File: src/rtl/tag_pack_pkg.sv
package tag_pack_pkg;
  typedef enum logic [1:0] {
    OP_ONE   = 2'd0,
    OP_TWO   = 2'd1,
    OP_BLOCK = 2'd2,
    OP_SPAN  = 2'd3
  } tag_op_e;

  typedef enum logic [2:0] {
    ST_IDLE,
    ST_HEAD_RD,
    ST_HEAD_WR,
    ST_FILL,
    ST_TAIL_RD,
    ST_TAIL_WR
  } seq_state_e;

  typedef enum logic [1:0] {
    MRG_LOW  = 2'd0,
    MRG_HIGH = 2'd1,
    MRG_FULL = 2'd2
  } merge_mode_e;
endpackage

File: src/rtl/tag_span_plan.sv
module tag_span_plan
  import tag_pack_pkg::*;
#(
  parameter int ADDR_W     = 12,
  parameter int BLOCK_LOG2 = 7
) (
  input  logic [1:0]        op,
  input  logic [ADDR_W-1:0] addr,
  input  logic [ADDR_W-4:0] count,
  output logic              misaligned,
  output logic [ADDR_W-6:0] start_byte,
  output logic              head,
  output logic [ADDR_W-4:0] full_cnt,
  output logic              tail
);
  localparam int G_W    = ADDR_W - 4;
  localparam int CNT_W  = G_W + 1;
  localparam int BLK_GR = 1 << (BLOCK_LOG2 - 4);
  localparam logic [G_W-1:0] BLK_MASK = G_W'(BLK_GR - 1);

  logic [G_W-1:0]   gran;
  logic [CNT_W-1:0] n_gran;
  logic [CNT_W-1:0] rem;

  always_comb begin
    gran       = addr[ADDR_W-1:4];
    n_gran     = count;
    misaligned = 1'b0;
    unique case (tag_op_e'(op))
      OP_ONE: begin
        n_gran     = CNT_W'(1);
        misaligned = |addr[3:0];
      end
      OP_TWO: begin
        n_gran     = CNT_W'(2);
        misaligned = |addr[3:0];
      end
      OP_BLOCK: begin
        gran   = addr[ADDR_W-1:4] & ~BLK_MASK;
        n_gran = CNT_W'(BLK_GR);
      end
      default: begin
        n_gran     = count;
        misaligned = |addr[3:0];
      end
    endcase
    head       = gran[0] && (n_gran != '0);
    rem        = n_gran - CNT_W'(head);
    full_cnt   = rem >> 1;
    tail       = rem[0];
    start_byte = gran[G_W-1:1];
  end
endmodule

File: src/rtl/tag_nibble_merge.sv
module tag_nibble_merge
  import tag_pack_pkg::*;
(
  input  logic [1:0] mode,
  input  logic [7:0] old_byte,
  input  logic [3:0] tag,
  output logic [7:0] new_byte
);
  always_comb begin
    unique case (merge_mode_e'(mode))
      MRG_LOW:  new_byte = {old_byte[7:4], tag};
      MRG_HIGH: new_byte = {tag, old_byte[3:0]};
      default:  new_byte = {tag, tag};
    endcase
  end
endmodule

File: src/rtl/tag_pack_writer.sv
module tag_pack_writer
  import tag_pack_pkg::*;
#(
  parameter int ADDR_W     = 12,
  parameter int BLOCK_LOG2 = 7
) (
  input  logic              clk,
  input  logic              rst,
  input  logic              req_valid,
  input  logic [1:0]        req_op,
  input  logic [ADDR_W-1:0] req_addr,
  input  logic [ADDR_W-4:0] req_count,
  input  logic [3:0]        req_tag,
  output logic              busy,
  output logic              done,
  output logic              fault,
  output logic              mem_rd_en,
  output logic              mem_wr_en,
  output logic [ADDR_W-6:0] mem_addr,
  output logic [7:0]        mem_wdata,
  input  logic [7:0]        mem_rdata
);
  localparam int TB_W  = ADDR_W - 5;
  localparam int CNT_W = ADDR_W - 3;

  logic              p_mis, p_head, p_tail;
  logic [TB_W-1:0]   p_byte;
  logic [CNT_W-1:0]  p_full;

  seq_state_e        state_q;
  logic [TB_W-1:0]   byte_q;
  logic [CNT_W-1:0]  full_q;
  logic              tail_q;
  logic [3:0]        tag_q;
  logic              done_q, fault_q;
  logic [1:0]        mrg_mode;
  logic              accept;

  tag_span_plan #(.ADDR_W(ADDR_W), .BLOCK_LOG2(BLOCK_LOG2)) plan_i (
    .op(req_op), .addr(req_addr), .count(req_count),
    .misaligned(p_mis), .start_byte(p_byte), .head(p_head),
    .full_cnt(p_full), .tail(p_tail)
  );

  always_comb begin
    if (state_q == ST_HEAD_WR)      mrg_mode = MRG_HIGH;
    else if (state_q == ST_TAIL_WR) mrg_mode = MRG_LOW;
    else                            mrg_mode = MRG_FULL;
  end

  tag_nibble_merge merge_i (
    .mode(mrg_mode), .old_byte(mem_rdata), .tag(tag_q), .new_byte(mem_wdata)
  );

  assign accept    = req_valid && (state_q == ST_IDLE);
  assign busy      = (state_q != ST_IDLE);
  assign done      = done_q;
  assign fault     = fault_q;
  assign mem_addr  = byte_q;
  assign mem_rd_en = (state_q == ST_HEAD_RD) || (state_q == ST_TAIL_RD);
  assign mem_wr_en = (state_q == ST_HEAD_WR) || (state_q == ST_FILL) ||
                     (state_q == ST_TAIL_WR);

  always_ff @(posedge clk) begin
    if (rst) begin
      state_q <= ST_IDLE;
      byte_q  <= '0;
      full_q  <= '0;
      tail_q  <= 1'b0;
      tag_q   <= '0;
      done_q  <= 1'b0;
      fault_q <= 1'b0;
    end else begin
      done_q  <= 1'b0;
      fault_q <= 1'b0;
      unique case (state_q)
        ST_IDLE: begin
          if (accept) begin
            tag_q  <= req_tag;
            byte_q <= p_byte;
            full_q <= p_full;
            tail_q <= p_tail;
            if (p_mis) begin
              done_q  <= 1'b1;
              fault_q <= 1'b1;
            end else if (p_head)        state_q <= ST_HEAD_RD;
            else if (p_full != '0)      state_q <= ST_FILL;
            else if (p_tail)            state_q <= ST_TAIL_RD;
            else                        done_q  <= 1'b1;
          end
        end
        ST_HEAD_RD: state_q <= ST_HEAD_WR;
        ST_HEAD_WR: begin
          byte_q <= byte_q + 1'b1;
          if (full_q != '0) state_q <= ST_FILL;
          else if (tail_q)  state_q <= ST_TAIL_RD;
          else begin
            state_q <= ST_IDLE;
            done_q  <= 1'b1;
          end
        end
        ST_FILL: begin
          byte_q <= byte_q + 1'b1;
          full_q <= full_q - 1'b1;
          if (full_q == CNT_W'(1)) begin
            if (tail_q) state_q <= ST_TAIL_RD;
            else begin
              state_q <= ST_IDLE;
              done_q  <= 1'b1;
            end
          end
        end
        ST_TAIL_RD: state_q <= ST_TAIL_WR;
        ST_TAIL_WR: begin
          state_q <= ST_IDLE;
          done_q  <= 1'b1;
        end
        default: state_q <= ST_IDLE;
      endcase
    end
  end

  AST_NO_RD_WR: assert property (@(posedge clk) disable iff (rst)
    !(mem_rd_en && mem_wr_en));
  AST_WR_FOLLOWS_RD: assert property (@(posedge clk) disable iff (rst)
    (state_q == ST_HEAD_WR || state_q == ST_TAIL_WR) |->
      ($past(mem_rd_en) && $past(mem_addr) == mem_addr));
  AST_ADDR_STEP: assert property (@(posedge clk) disable iff (rst)
    (mem_wr_en && $past(mem_wr_en)) |->
      ((mem_addr - $past(mem_addr)) == TB_W'(1)));
  AST_DONE_IDLE: assert property (@(posedge clk) disable iff (rst)
    done |-> !busy);
  AST_FAULT_DONE: assert property (@(posedge clk) disable iff (rst)
    fault |-> (done && !mem_wr_en));
  AST_BUSY_FROM_ACCEPT: assert property (@(posedge clk) disable iff (rst)
    $rose(busy) |-> $past(req_valid));
endmodule

File: config.mk
export PLATFORM = sky130hd
export DESIGN_NAME = tag_pack_writer
export DESIGN_NICKNAME = d
export VERILOG_FILES = /design/src/rtl/tag_pack_pkg.sv /design/src/rtl/tag_span_plan.sv /design/src/rtl/tag_nibble_merge.sv /design/src/rtl/tag_pack_writer.sv
export SDC_FILE = /design/constraint.sdc
export NUM_CORES = 1
export LEC_CHECK = 0
export BUFFER_PORTS_ARGS = -buffer_cell sky130_fd_sc_hd__buf_2
export CORE_MARGIN = 1.5
export CORE_UTILIZATION = 51
export DETAILED_ROUTE_END_ITERATION = 8
export GPL_TIMING_DRIVEN = 0
export PLACE_DENSITY_LB_ADDON = 0.08
export SETUP_SLACK_MARGIN = 0.15
export SLEW_MARGIN = 5
export SYNTH_ARGS = -nofsm -noshare
export SYNTH_HDL_FRONTEND = slang
export SYNTH_SLANG_ARGS = --single-unit
File: constraint.sdc
create_clock -name clk -period 4.41 [get_ports clk]
set_clock_uncertainty 0.2 [all_clocks]
set_input_delay 0.441 -clock clk [delete_from_list [all_inputs] [get_ports clk]]
set_output_delay 0.441 -clock clk [all_outputs]
set_load 0.1 [all_outputs]
==> impl_metrics.py, run 1 <==
metrics = {
    "cts": {
        "cts.clk_slew.worst_paths_ns": 0.15,
        "post_cts_buffers": 0,
        "clockBufferDepth": 2,
        "postCtsHoldBufs": 0,
        "cts.sinks": 26,
        "ctsResizeCount": 0,
        "htree_levels": 1,
        "numCtsBuffers": 3,
        "cts_tree": "yes",
        "clkLatencyLatePin_ns": 0.32,
        "clock-root-buffer": "clkbuf_4",
    },
    "drt": {
        "firstDrtPassIters": 5,
        "drc": 0,
        "wire_per_inst_um": 13.8,
        "routed_via_density": 5.85,
        "routed_wl_um": 4830,
        "drt_iter0_drc": 123,
        "antenna_left": 0,
        "num_vias": 2053,
    },
    "critical_path": {
        "r2r_setup_slack_ns": 1.96,
        "cp-start-kind": "input pin",
        "cp.arrival_ns": 3.60,
        "cp.required_ns": 4.44,
        "path_class": "in -> reg",
        "cp-end-kind": "flip-flop",
        "r2r_end": "done",
        "r2r_cells": 6,
        "reg2reg_from": "state_q[0]",
        "crit_fanout": 10,
    },
    "global_routing": {
        "grt_max_degree": 16,
        "grt_pass1_wl_um": 8150,
        "grt_usage_pct": 25.0,
        "first_global_vias": 1782,
        "antenna_found_initial": 0,
        "grt_overflow": 0,
    },
    "sta": {
        "finalHoldViolations": 0,
        "period_needed_ns": 3.57,
        "holdWs_ns": 0.133,
        "min_period_over_period_pct": 81.0,
        "maxSlewHeadroom_pct": 60.3,
        "setup_violations": 0,
        "grt_setup_unrepaired": "false",
        "tns_ns": 0,
        "tightestPinTransition_ns": 0.588,
        "slew_viol_final": 0,
        "fmax_ghz": 0.280,
    },
    "worst_hold_path": {
        "hold_end": "tag_q[1]",
        "min_path_cells": 3,
        "hp-start": "req_tag[1]",
        "hp-class": "in -> reg",
    },
    "finish": {
        "post_route_cells_drive_above_1_share_pct": 25.9,
        "final_util_pct": 65.6,
        "multi_input_area_mm2": 0.00124,
        "synthToLayoutAreaGrowth_pct": 21.3,
        "diodes": 0,
        "fin_nets": 349,
        "nFillCells": 334,
        "regArea_um2": 520,
    },
    "power_and_ir_drop": {
        "ir_drop_uv": 333,
        "cellLeakagePower_nw": 0.947,
        "power_density_mw_per_mm2": 664,
    },
    "floorplan": {
        "die_h_um": 63.0,
        "fp.dieW_um": 63.0,
        "io_pins": 58,
        "rows": 21,
        "die_area_mm2": 0.00396,
        "fp.coreArea_mm2": 0.00339,
        "initial_core_util_pct": 54.1,
    },
    "run": {
        "maxCapViolations": 0,
    },
    "synthesis": {
        "synth_cell_type_count": 50,
        "synth-async-reset-ratio_pct": 0,
        "synth_edf_count": 0,
        "ys_ff_latch": 26,
        "synthesis.nets": 288,
        "synthFlopType": "dfxtp_1",
        "syn_inst": 245,
        "syn-cell-area_mm2": 0.00183,
        "ys_warn_count": 0,
        "yosysSeqAreaShare_pct": 28.4,
        "syn_area_per_cell_um2": 7.48,
    },
    "placement": {
        "place.gp.congestion": 0.911,
        "portBuffers": 56,
        "hpwl_um": 3630,
    },
    "status": {
        "outcome": "completed",
    },
}
[logic make-up (layout without fill, tap and decap cells)]
group	count (synthesis)	count (layout)	synth area share, %
compound gates	71	71	25.4
xor+xnor	4	4	1.91
flops	26	26	28.4
mux	10	10	6.14
buf+inv	19	79	3.96
simple gates	110	110	30.8
fa+ha+maj	5	5	3.41
[sequential cells by signal (all words and copies together), names as in the netlist]
signal / flops
tail_q: 1
done: 1
mem_addr: 7
state_q: 3
tag_q: 4
fault: 1
full_q: 9
[worst max path at each step]
stage	slack, ns	from	cells after the start	end
global placement	0.52	req_count[3]	13	state_q[0]
finish	0.84	req_count[3]	13	state_q[0]
CTS	0.88	req_count[3]	13	state_q[0]
global route	0.70	req_count[3]	13	state_q[0]
detailed placement	0.54	req_count[3]	13	state_q[0]
floorplan	0.93	req_count[3]	12	state_q[0]
[critical path: stages]
cell and delay (ns):
buf_2 0.12, or4b_4 0.54, or4_4 0.47, o211a_4 0.29
ha_1 0.24, ha_1 0.21, clkbuf_1 0.22, nor2_1 0.18
a21oi_1 0.06, a31oi_1 0.24, o2111a_1 0.29, and3_1 0.22
a211oi_1 0.08
[power by group]
part           internal (mW)  switching, mW  leakage [nW]
Sequential             0.294         0.0504         0.213
Combinational          0.225          0.741         0.706
Clock                 0.0919         0.0748        0.0279
Total                  0.611          0.866         0.947
[cell type report]
cell class                      instances  area share, %
Sequential cell                        26           23.4
Multi-Input combinational cell        200           55.8
Buffer                                 15           2.59
Inverter                                4          0.675
Tap cell                               46           2.59
Timing Repair Buffer                   56           12.6
Clock inverter                          1           1.35
Clock buffer                            3           1.01
[Yosys cell counts (2+ instances only)]
master / count / area, µm²
a2111oi_0: 2 / 17.5
a211oi_1: 3 / 22.5
a21boi_0: 4 / 30.0
a21oi_1: 22 / 110
a221oi_1: 2 / 17.5
a31oi_1: 7 / 43.8
and3_1: 5 / 31.3
clkbuf_1: 13 / 48.8
dfxtp_1: 26 / 521
ha_1: 5 / 62.6
inv_1: 4 / 15.0
mux2_2: 10 / 113
nand2_1: 30 / 113
nand2b_1: 4 / 25.0
nand3_1: 7 / 35.0
nor2_1: 25 / 93.8
nor2b_1: 4 / 25.0
nor3_1: 10 / 50.1
nor3b_1: 2 / 15.0
nor4_1: 4 / 25.0
o211ai_1: 2 / 15.0
o21ai_0: 12 / 60.1
o22ai_1: 3 / 18.8
o311ai_0: 2 / 17.5
o31ai_1: 4 / 30.0
or3_1: 2 / 12.5
or4_1: 5 / 37.5
or4_4: 2 / 22.5
xnor2_1: 3 / 26.3
[routing by layer]
layer	GRT usage, %	routed length [µm]	up-vias
met5	0	0	-
met4	4.44	17	0
met3	5.23	269	2
met2	40.4	2160	58
met1	34.6	2390	958
li1	-	-	1035
[cell usage in the layout (no fill, tap or decap), drive strengths merged, types with 3 or more instances in the layout]
cell	count
buf	58
nand2	30
dfxtp	26
nor2	25
a21oi	22
clkbuf	16
o21ai	13
nor3	10
mux2	10
nand3	7
a31oi	7
or4	7
and3	5
ha	5
inv	4
nand2b	4
nor2b	4
a21boi	4
nor4	4
o31ai	4
xnor2	3
a211oi	3
o22ai	3
or3	3
[metrics by stage]
stage | power (mW) | setup slack (ns) | cells | instance area [µm²]
global placement | 1.30 | 0.523 | 347 | 2170
finish | 1.48 | 0.840 | 351 | 2220
CTS | 1.48 | 0.884 | 351 | 2220
floorplan | 1.14 | 0.935 | 245 | 1830
detailed placement | 1.31 | 0.540 | 347 | 2170
global route | 1.57 | 0.698 | 351 | 2220
(Power assumes the default switching activity.)
==> run 2, diff against run 1 <==
--- a/config.mk
+++ b/config.mk
@@ -7,7 +7,7 @@
 export LEC_CHECK = 0
 export BUFFER_PORTS_ARGS = -buffer_cell sky130_fd_sc_hd__buf_2
 export CORE_MARGIN = 1.5
-export CORE_UTILIZATION = 51
+export CORE_UTILIZATION = 46
 export DETAILED_ROUTE_END_ITERATION = 8
 export GPL_TIMING_DRIVEN = 0
 export PLACE_DENSITY_LB_ADDON = 0.08
==> constraint.sdc (replaced) <==
create_clock -name clk -period 3 [get_ports clk]
set_clock_uncertainty 0.2 [all_clocks]
set_input_delay 0.3 -clock clk [delete_from_list [all_inputs] [get_ports clk]]
set_output_delay 0.3 -clock clk [all_outputs]
set_load 0.1 [all_outputs]
==> run 2 against run 1 <==
  * The run now ends with setup timing left
  * Die area grew 10%
  * Critical path depth shrank 1
  * Flip-flop and latch count is the same
  * Global-route usage shrank 0.43 points
  * Utilization grew 0.71 points
  * Final cell count grew 4.3%
  * Total power grew 48%
  * Wire length grew 11%
  * Combinational power grew 53%
  * Sequential share of layout area shrank 2.4 points
  * Sequential power grew 48%
  * Via count grew 4.3%
  * Largest cell class unchanged
  * Highest routed layer unchanged
==> impl_metrics.py, run 2 (synthesis gave the netlist of run 1 again) <==
metrics = {
    "critical_path": {
        "path_class": "in -> reg",
        "r2r_setup_slack_ns": 0.50,
        "cp-end-kind": "flip-flop",
        "cp.arrival_ns": 3.07,
        "r2r_end": "tail_q",
        "cp.required_ns": 2.97,
        "cp-start-kind": "input pin",
        "crit_fanout": 4,
        "reg2reg_from": "state_q[0]",
        "r2r_cells": 6,
    },
    "cts": {
        "postCtsHoldBufs": 0,
        "cts.sinks": 26,
        "clockBufferDepth": 2,
        "clkLatencyLatePin_ns": 0.27,
        "cts.clk_slew.worst_paths_ns": 0.09,
        "clock-root-buffer": "clkbuf_8",
        "htree_levels": 1,
        "cts_tree": "yes",
        "numCtsBuffers": 3,
    },
    "drt": {
        "num_vias": 2141,
        "antenna_left": 0,
        "routed_wl_um": 5360,
        "firstDrtPassIters": 4,
        "drc": 0,
        "wire_per_inst_um": 14.6,
        "routed_via_density": 5.85,
        "drt_iter0_drc": 153,
    },
    "sta": {
        "grt_setup_unrepaired": "true",
        "worst_slack_ns": -0.105,
        "tns_ns": -0.316,
        "tightestPinTransition_ns": 0.710,
        "finalHoldViolations": 0,
        "period_needed_ns": 3.10,
        "setup_violations": 4,
        "slew_viol_final": 0,
        "maxSlewHeadroom_pct": 52.1,
        "fmax_ghz": 0.322,
        "min_period_over_period_pct": 103,
    },
    "finish": {
        "diodes": 0,
        "mostFrequentLayoutCells": "54 x buf_2, 28 x nand2_1, 26 x dfxtp_1",
        "largest_register": "full_q",
        "final_common_cell": "buf_2",
        "fin_nets": 363,
        "largest_reg_flops": 9,
        "synthToLayoutAreaGrowth_pct": 35.4,
        "nFillCells": 336,
        "post_route_cells_drive_above_1_share_pct": 34.6,
        "instances_no_fill": 366,
        "final_area_mm2": 0.00248,
    },
    "status": {
        "outcome": "complete, but fails checks",
        "violations": "setup timing",
    },
    "global_routing": {
        "grt_busiest_layer": "met2",
        "grt_pass1_wl_um": 8250,
        "grt_overflow": 0,
        "grt_max_degree": 14,
        "antenna_found_initial": 0,
        "first_global_vias": 1783,
        "global_route.usage.met3_pct": 4.60,
        "use_met1_pct": 33.3,
        "grt_usage_pct": 24.6,
        "globalRouteMet2Util_pct": 38.9,
    },
    "floorplan": {
        "die_area_mm2": 0.00437,
        "die_h_um": 66.1,
        "rows": 22,
        "fp.coreArea_mm2": 0.00374,
        "fp.dieW_um": 66.1,
        "initial_core_util_pct": 49.0,
        "io_pins": 58,
    },
    "worst_hold_path": {
        "hp-start": "req_tag[0]",
        "min_path_cells": 3,
        "hp-class": "in -> reg",
        "hold_end": "tag_q[0]",
    },
    "placement": {
        "place.gp.congestion": 0.847,
        "dp_slack_ns": -0.508,
        "dpl_cell_area_mm2": 0.00222,
        "placed_cells": 349,
        "portBuffers": 56,
        "hpwl_um": 3760,
    },
    "power_and_ir_drop": {
        "finalPower_mw": 2.19,
        "cellLeakagePower_nw": 1.05,
        "power_density_mw_per_mm2": 883,
        "ir_drop_uv": 470,
    },
    "run": {
        "maxCapViolations": 0,
    },
}
-- run 2: power by group --
| group | switching [mW] | internal, mW |
|---|---|---|
| logic | 1.12 | 0.366 |
| registers | 0.0755 | 0.432 |
| clock network | 0.110 | 0.0902 |
| total | 1.30 | 0.888 |
-- run 2: worst max-delay path: stages --
cell and delay (ns):
buf_8 0.10, or4b_4 0.53, or4_4 0.47, o211a_4 0.26, ha_4 0.18, ha_4 0.16, mux2_4 0.30, o311ai_4 0.08
and3_1 0.18, o2111a_2 0.25, and3_4 0.21, a211oi_2 0.05
-- run 2: what timing repair did --
item | in CTS | in global routing
buffers inserted | 8 | 6
setup endpoints to repair | 9 | 13
gates resized for setup | 16 | 10
pin swaps | 13 | 9
-- run 2: area by class of cell --
cell class	count	area, µm²	share of cell area, %
Sequential cell	26	520	21.0
Inverter	4	15.0	0.605
Multi-Input combinational cell	200	1370	55.0
Tap cell	48	60.1	2.42
Buffer	15	68.8	2.77
Clock buffer	3	41.3	1.66
Timing Repair Buffer	70	412	16.6
-- run 2: layer usage --
layer	vias to the layer above	routed length, µm
met2	73	2500
met1	1001	2410
met3	9	373
li1	1058	-
met5	-	0
met4	0	80
-- run 2: worst max-delay path by stage --
| stage | start | cells after the start | end |
|---|---|---|---|
| 6_report | req_count[2] | 12 | state_q[0] |
| 5_1_grt | req_count[2] | 13 | state_q[2] |
| 4_1_cts | req_count[4] | 12 | state_q[0] |
| 3_5_place_dp | req_count[3] | 12 | state_q[0] |
| 3_3_place_gp | req_count[3] | 12 | state_q[0] |
| 2_1_floorplan | req_count[3] | 11 | state_q[0] |
-- run 2: through the flow --
step,hold WS (ns),utilization (%)
2_1_floorplan,0.236,-
3_3_place_gp,0.257,59.4
3_5_place_dp,0.264,59.4
4_1_cts,0.0500,63.9
5_1_grt,0.0538,66.3
6_report,0.0496,66.3
